## src/rtl/boxcar_pkg.sv

```systemverilog
package boxcar_pkg;

   // Resolve a requested window exponent against the largest legal one.
   function automatic int unsigned resolve_log(input int unsigned req,
                                               input int unsigned lim);
      return (req > lim) ? lim : req;
   endfunction

   // Bits needed to hold the values 0..n.
   function automatic int unsigned bits_for(input int unsigned n);
      return (n < 2) ? 1 : $clog2(n + 1);
   endfunction

endpackage

```

## src/rtl/boxcar_ctrl.sv

```systemverilog
module boxcar_ctrl #(
   parameter int unsigned MW      = 4,
   parameter int unsigned MAX_LOG = 8,
   parameter int unsigned RST_LOG = 4,
   localparam int unsigned LW     = boxcar_pkg::bits_for(MAX_LOG),
   localparam int unsigned CW     = MAX_LOG + 1
) (
   input  logic          clk,
   input  logic          rst_n,
   input  logic [MW-1:0] cfg_m,
   input  logic          in_valid,
   output logic [LW-1:0] m_cur,
   output logic          clr,
   output logic          accept,
   output logic          full,
   output logic          fill_done
);

   localparam int unsigned FIELD_MAX = (1 << MW) - 1;

   logic [LW-1:0] m_req;
   logic [CW-1:0] taps;
   logic [CW-1:0] cnt;

   if (RST_LOG > MAX_LOG) begin : g_bad_rst
      $error("boxcar_ctrl: RST_LOG exceeds MAX_LOG");
   end

   // Clamp only when the field can encode values past the limit.
   if (FIELD_MAX > MAX_LOG) begin : g_clamp
      always_comb begin
         m_req = LW'(boxcar_pkg::resolve_log(int'(cfg_m), MAX_LOG));
      end
   end else begin : g_direct
      always_comb begin
         m_req = LW'(cfg_m);
      end
   end

   assign clr       = (m_req != m_cur);
   assign accept    = in_valid && !clr;
   assign taps      = CW'(1) << m_cur;
   assign full      = (cnt == taps);
   assign fill_done = (cnt >= (taps - CW'(1)));

   always_ff @(posedge clk or negedge rst_n) begin
      if (!rst_n) begin
         m_cur <= LW'(RST_LOG);
         cnt   <= '0;
      end else if (clr) begin
         m_cur <= m_req;
         cnt   <= '0;
      end else if (accept && !full) begin
         cnt   <= cnt + CW'(1);
      end
   end

   // the exponent in use never passes the limit
   a_r3_exp_in_range: assert property (@(posedge clk) disable iff (!rst_n)
      int'(m_cur) <= MAX_LOG);

   // a restart leaves the fill count at zero
   a_r6_fill_cleared: assert property (@(posedge clk) disable iff (!rst_n)
      clr |=> (cnt == '0));

endmodule

```

## src/rtl/boxcar_hist.sv

```systemverilog
module boxcar_hist #(
   parameter int unsigned DW      = 14,
   parameter int unsigned MAX_LOG = 8,
   localparam int unsigned LW     = boxcar_pkg::bits_for(MAX_LOG),
   localparam int unsigned AW     = MAX_LOG,
   localparam int unsigned DEPTH  = 1 << AW
) (
   input  logic                 clk,
   input  logic                 rst_n,
   input  logic                 wr_en,
   input  logic signed [DW-1:0] wr_data,
   input  logic [LW-1:0]        m_cur,
   output logic signed [DW-1:0] oldest
);

   logic signed [DW-1:0] mem [DEPTH];
   logic [AW-1:0]        wp;
   logic [AW:0]          span;
   logic [AW-1:0]        rp;

   if (MAX_LOG < 1) begin : g_bad_depth
      $error("boxcar_hist: MAX_LOG must be at least 1");
   end

   // A full-depth window wraps the span to zero, which reads the slot
   // about to be overwritten: the sample written DEPTH strobes ago.
   assign span   = (AW+1)'(1) << m_cur;
   assign rp     = wp - span[AW-1:0];
   assign oldest = mem[rp];

   always_ff @(posedge clk or negedge rst_n) begin
      if (!rst_n) begin
         wp <= '0;
      end else if (wr_en) begin
         wp <= wp + AW'(1);
      end
   end

   always_ff @(posedge clk) begin
      if (wr_en) begin
         mem[wp] <= wr_data;
      end
   end

endmodule

```

## src/rtl/boxcar_sum.sv

```systemverilog
module boxcar_sum #(
   parameter int unsigned DW      = 14,
   parameter int unsigned MAX_LOG = 8,
   localparam int unsigned LW     = boxcar_pkg::bits_for(MAX_LOG),
   localparam int unsigned SW     = DW + MAX_LOG
) (
   input  logic                 clk,
   input  logic                 rst_n,
   input  logic                 clr,
   input  logic                 accept,
   input  logic                 full,
   input  logic                 fill_done,
   input  logic [LW-1:0]        m_cur,
   input  logic signed [DW-1:0] new_s,
   input  logic signed [DW-1:0] old_s,
   output logic signed [DW-1:0] avg,
   output logic                 avg_valid
);

   logic signed [SW-1:0] sum;
   logic signed [SW-1:0] add_term;
   logic signed [SW-1:0] sub_term;
   logic signed [SW-1:0] sum_next;
   logic signed [SW-1:0] shifted;

   assign add_term = {{MAX_LOG{new_s[DW-1]}}, new_s};
   assign sub_term = full ? {{MAX_LOG{old_s[DW-1]}}, old_s} : '0;
   assign sum_next = sum + add_term - sub_term;
   assign shifted  = sum_next >>> m_cur;

   always_ff @(posedge clk or negedge rst_n) begin
      if (!rst_n) begin
         sum       <= '0;
         avg       <= '0;
         avg_valid <= 1'b0;
      end else if (clr) begin
         sum       <= '0;
         avg_valid <= 1'b0;
      end else begin
         avg_valid <= accept && fill_done;
         if (accept) begin
            sum <= sum_next;
            avg <= shifted[DW-1:0];
         end
      end
   end

   // the running sum is empty after a restart
   a_r6_sum_cleared: assert property (@(posedge clk) disable iff (!rst_n)
      clr |=> (sum == '0));

endmodule

```

## src/rtl/pow2_boxcar_avg.sv

```systemverilog
module pow2_boxcar_avg #(
   parameter int unsigned DW      = 14,
   parameter int unsigned CFGW    = 16,
   parameter int unsigned MW      = 4,
   parameter int unsigned MAX_LOG = 8,
   parameter int unsigned RST_LOG = 4,
   localparam int unsigned LW     = boxcar_pkg::bits_for(MAX_LOG)
) (
   input  logic                 clk,
   input  logic                 rst_n,
   input  logic [CFGW-1:0]      cfg_word,
   input  logic                 in_valid,
   input  logic signed [DW-1:0] in_sample,
   output logic                 out_valid,
   output logic signed [DW-1:0] out_avg
);

   logic [LW-1:0]        m_cur;
   logic                 clr;
   logic                 accept;
   logic                 full;
   logic                 fill_done;
   logic signed [DW-1:0] oldest;

   if (MW > CFGW) begin : g_bad_field
      $error("pow2_boxcar_avg: exponent field wider than control word");
   end

   boxcar_ctrl #(
      .MW      (MW),
      .MAX_LOG (MAX_LOG),
      .RST_LOG (RST_LOG)
   ) u_ctrl (
      .clk       (clk),
      .rst_n     (rst_n),
      .cfg_m     (cfg_word[MW-1:0]),
      .in_valid  (in_valid),
      .m_cur     (m_cur),
      .clr       (clr),
      .accept    (accept),
      .full      (full),
      .fill_done (fill_done)
   );

   boxcar_hist #(
      .DW      (DW),
      .MAX_LOG (MAX_LOG)
   ) u_hist (
      .clk     (clk),
      .rst_n   (rst_n),
      .wr_en   (accept),
      .wr_data (in_sample),
      .m_cur   (m_cur),
      .oldest  (oldest)
   );

   boxcar_sum #(
      .DW      (DW),
      .MAX_LOG (MAX_LOG)
   ) u_sum (
      .clk       (clk),
      .rst_n     (rst_n),
      .clr       (clr),
      .accept    (accept),
      .full      (full),
      .fill_done (fill_done),
      .m_cur     (m_cur),
      .new_s     (in_sample),
      .old_s     (oldest),
      .avg       (out_avg),
      .avg_valid (out_valid)
   );

   // a result only follows an accepted strobe
   a_r9_valid_after_strobe: assert property (@(posedge clk) disable iff (!rst_n)
      out_valid |-> $past(accept));

   // no result in the cycle after a restart
   a_r6_quiet_after_change: assert property (@(posedge clk) disable iff (!rst_n)
      clr |=> !out_valid);

   // a single-tap window passes the sample straight through
   a_r7_single_tap_bypass: assert property (@(posedge clk) disable iff (!rst_n)
      (accept && (m_cur == '0)) |=> (out_valid && (out_avg == $past(in_sample))));

endmodule

```

## config.mk

```make
export PLATFORM = sky130hd
export DESIGN_NAME = pow2_boxcar_avg
export DESIGN_NICKNAME = d
export VERILOG_FILES = /design/src/rtl/boxcar_pkg.sv /design/src/rtl/boxcar_ctrl.sv /design/src/rtl/boxcar_hist.sv /design/src/rtl/boxcar_sum.sv /design/src/rtl/pow2_boxcar_avg.sv
export SDC_FILE = /design/constraint.sdc
export NUM_CORES = 2
export LEC_CHECK = 0
export BUFFER_PORTS_ARGS = -buffer_cell sky130_fd_sc_hd__buf_2
export CORE_ASPECT_RATIO = 1.2
export CORE_MARGIN = 2
export CORE_UTILIZATION = 55
export DETAILED_ROUTE_END_ITERATION = 8
export PLACE_DENSITY = 0.8
export SYNTH_ARGS = -nofsm -noshare
export SYNTH_HDL_FRONTEND = slang
export SYNTH_SLANG_ARGS = --single-unit
```

## constraint.sdc

```tcl
create_clock -name clk -period 12.35 [get_ports clk]
set_input_delay 2.47 -clock clk [delete_from_list [all_inputs] [get_ports clk]]
set_output_delay 2.47 -clock clk [all_outputs]
set_load 0.03 [all_outputs]
```

==> impl_metrics.yaml <==
status:
  status: "finished clean"
floorplan:
  core_sq_um: 260000
  top_level_ports: 48
  die_w_microns: 471
  initial_utilization_pct: 55.3
  chipHeight_microns: 564
  die-area_sq_um: 266000
  rows: 205
cells_and_area:
  syn2layout_area_growth_pct: 11.3
  fin_nets: 7003
  n_fill_cell: 16239
  final_layout_size_suffix_gt1_share_pct: 28.0
global_routing:
  grt_usage_pct: 29.1
  grt_max_degree: 194
  grt.overflow.total: 0
  grt_pass1_wl_mm: 551
  antenna_found_initial: 20
  grt_pass1_vias: 74065
logic_synthesis:
  yosys_warnings: 0
  synth.distinct_cells: 87
  synthFlopType: "edfxtp_1"
  synth_top_cell_area_share_pct: 74.8
  synth-seq-cells: 3642
  ys_async_sr_fraction_pct: 1.59
  synth-edff-count: 3584
  synthXorXnorAreaFrac_pct: 0.256
  syn_area_sq_um: 144000
  syn-instance-count: 6582
  synth_top_family_by_area: "multiplexers"
  synth-simple-area-share_pct: 2.58
  seq_area_frac_synth_pct: 75.9
  synthAdderAreaFrac_pct: 0.715
  synth.area.top_cells: "edfxtp_1, mux4_2, dfrtp_1"
  synthMuxAreaShare_pct: 17.2
  yosysMostFrequentCell: "edfxtp_1"
  synth_top_area_cell: "edfxtp_1"
  syn_area_per_cell_sq_um: 21.8
  synth_common_cells: "edfxtp_1, mux4_2, nor2_1"
  syn-num-nets: 6684
  synth_compound_area_share_pct: 1.83
hold_path:
  worstHoldStart: "u_sum.avg[3]"
  holdPathEnd: "u_sum.avg[3]"
  hp-class: "flip-flop to flip-flop"
  whs_path_depth: 2
sta:
  worst_slack_ns: 1.87
  setup_tns_ns: 0
  rsz0062_at_grt: "no"
  fin_skew_ns: 0.0459
  slew_violations: 0
  finalHoldViolCount: 0
  tightestPinTransition_ns: 1.32
  setup_viol: 0
  fmax_mhz: 95.4
  fin_crit_ns: 10.48
  maxSlewHeadroom_pct: 11.9
  final.period_utilization_pct: 84.9
critical_path:
  critPathMaxFanout: 48
  worstSetupPathType: "flip-flop to flip-flop"
  r2r_end: "u_sum.avg[11]"
  reg2reg_depth: 24
  r2r_slack_ns: 1.87
  cp.required_ns: 13.06
  worst_r2r_startpoint: "u_ctrl.m_cur[2]"
  cp-end-kind: "flip-flop"
  arrival_ns: 11.19
  crit_path_start_kind: "flip-flop"
clock_network:
  clk_latency_ns: 0.88
  cts_tree: "done"
  clk_pin_slew_ns: 0.06
  cts.sinks: 3642
  cts-root-buf: "clkbuf_16"
  cts_buffers: 327
  cts_buffer_depth: 4
  post_cts_buffers: 0
  hold_buffers: 0
  htreeDepth: 5
  post_cts_resize_count: 0
route:
  wl_per_cell_microns: 36.6
  via_per_inst: 7.03
  route.detailed.drc: 0
  drt_iter0_drc: 12643
  vias: 74326
  wirelength_mm: 387
  first_pass_iters: 6
  antenna_left: 0
place:
  port_buffers: 35
  dp_slack_ns: 2.50
  place_hpwl_mm: 208
  gp_congestion: 0.891
run:
  max_cap_violations: 0
power_and_ir_drop:
  peakVddDrop_mv: 0.262
  p_leak_uw: 0.0503
  p_per_area_nw_per_um2: 251
[sequential cells by signal, summed over array words and instances (netlist names)]
| signal | cells |
|---|---|
| u_ctrl.cnt | 9 |
| u_ctrl.m_cur | 4 |
| u_hist.mem | 3584 |
| u_hist.wp | 8 |
| u_sum.avg | 14 |
| u_sum.avg_valid | 1 |
| u_sum.sum | 22 |
[layout by cell type (no fill, tap or decap), drive strengths merged, types with 9 or more instances in the layout]
master / count
nand4: 17
mux4: 1061
o21ai: 98
o221ai: 11
nor3: 17
a21oi: 47
diode: 16
nand3: 144
and3: 15
edfxtp: 3584
ha: 47
fa: 22
mux2: 10
clkinv: 129
and2: 13
buf: 361
xnor2: 23
a32oi: 35
o211ai: 30
a31oi: 20
a21o: 12
a22oi: 13
clkinvlp: 9
clkbuf: 400
nand2: 219
mux2i: 66
xor2: 19
nor2: 370
bufinv: 33
inv: 103
a2111oi: 12
o21a: 25
dfrtp: 57
nor2b: 19
a211oi: 20
[power by group]
part	internal [uW]	total [uW]	switching [uW]
Sequential	13600	13700	52.2
Clock	5690	10200	4470
Combinational	6440	16300	9830
Total	25800	40100	14400
[worst max path at each step]
stage                     from  depth (start not counted)             to
6_report       u_ctrl.m_cur[2]                         24  u_sum.avg[11]
5_1_grt        u_ctrl.m_cur[2]                         24  u_sum.avg[11]
4_1_cts        u_ctrl.m_cur[2]                         24   u_sum.avg[8]
3_5_place_dp   u_ctrl.m_cur[2]                         26  u_sum.avg[12]
3_3_place_gp   u_ctrl.m_cur[2]                         26  u_sum.avg[12]
2_1_floorplan  u_ctrl.m_cur[0]                         29  u_sum.avg[12]
[cell families after synthesis]
group,count (synthesis)
simple gates,849
buf+inv,468
fa+ha+maj,69
xor+xnor,42
flops,3642
compound gates,375
mux,1137
[worst max-delay path, stage by stage (launching register included)]
cell and delay [ns]:
dfstp_2 0.89, nor2_1 0.25, nand2_1 0.18, inv_1 0.10
ha_1 0.21, fa_4 1.68, buf_4 0.59, mux4_2 0.35
mux4_2 0.26, o211ai_1 0.17, a22oi_1 1.06, o221ai_1 0.62
a2111oi_2 1.04, fa_1 0.56, inv_1 0.08, ha_1 0.31
a21oi_1 0.15, o21ai_0 0.14, o2111a_1 0.27, a31oi_1 0.18
nand2_1 0.09, xnor2_1 0.44, mux2i_1 0.17, mux2i_1 0.27
a311oi_1 0.14
[final cells by class]
cell class                 count  area, sq um  area share, %
clock inverter               184         1760           1.10
sequential                  3642       109000           68.2
antenna                       16         40.0         0.0250
timing repair buffer         368         3090           1.93
inverter                      90          338          0.211
multi-input combinational   2472        32700           20.5
clock buffer                 393         8640           5.40
tap                         3415         4270           2.67
[through the flow]
step | cells | hold slack (ns) | utilization, % | instance area [sq um] | total power [uW]
floorplan | 6582 | 0.486 | - | 144000 | 24400
global placement | 9987 | 0.507 | 57.5 | 150000 | 29300
detailed placement | 9987 | 0.515 | 57.5 | 150000 | 29500
CTS | 10564 | 0.531 | 61.5 | 160000 | 39800
global route | 10566 | 0.544 | 61.5 | 160000 | 41000
finish | 10580 | 0.528 | 61.5 | 160000 | 40100
[metal layers]
layer	GRT usage, %	vias up	part of all wire (%)
li1	-	28155	-
met1	36.8	38178	32
met2	46.1	6658	48
met3	7.12	1317	12
met4	17.6	18	7.3
met5	0	-	0.044
Note: power is estimated with default switching activity, not from simulation.
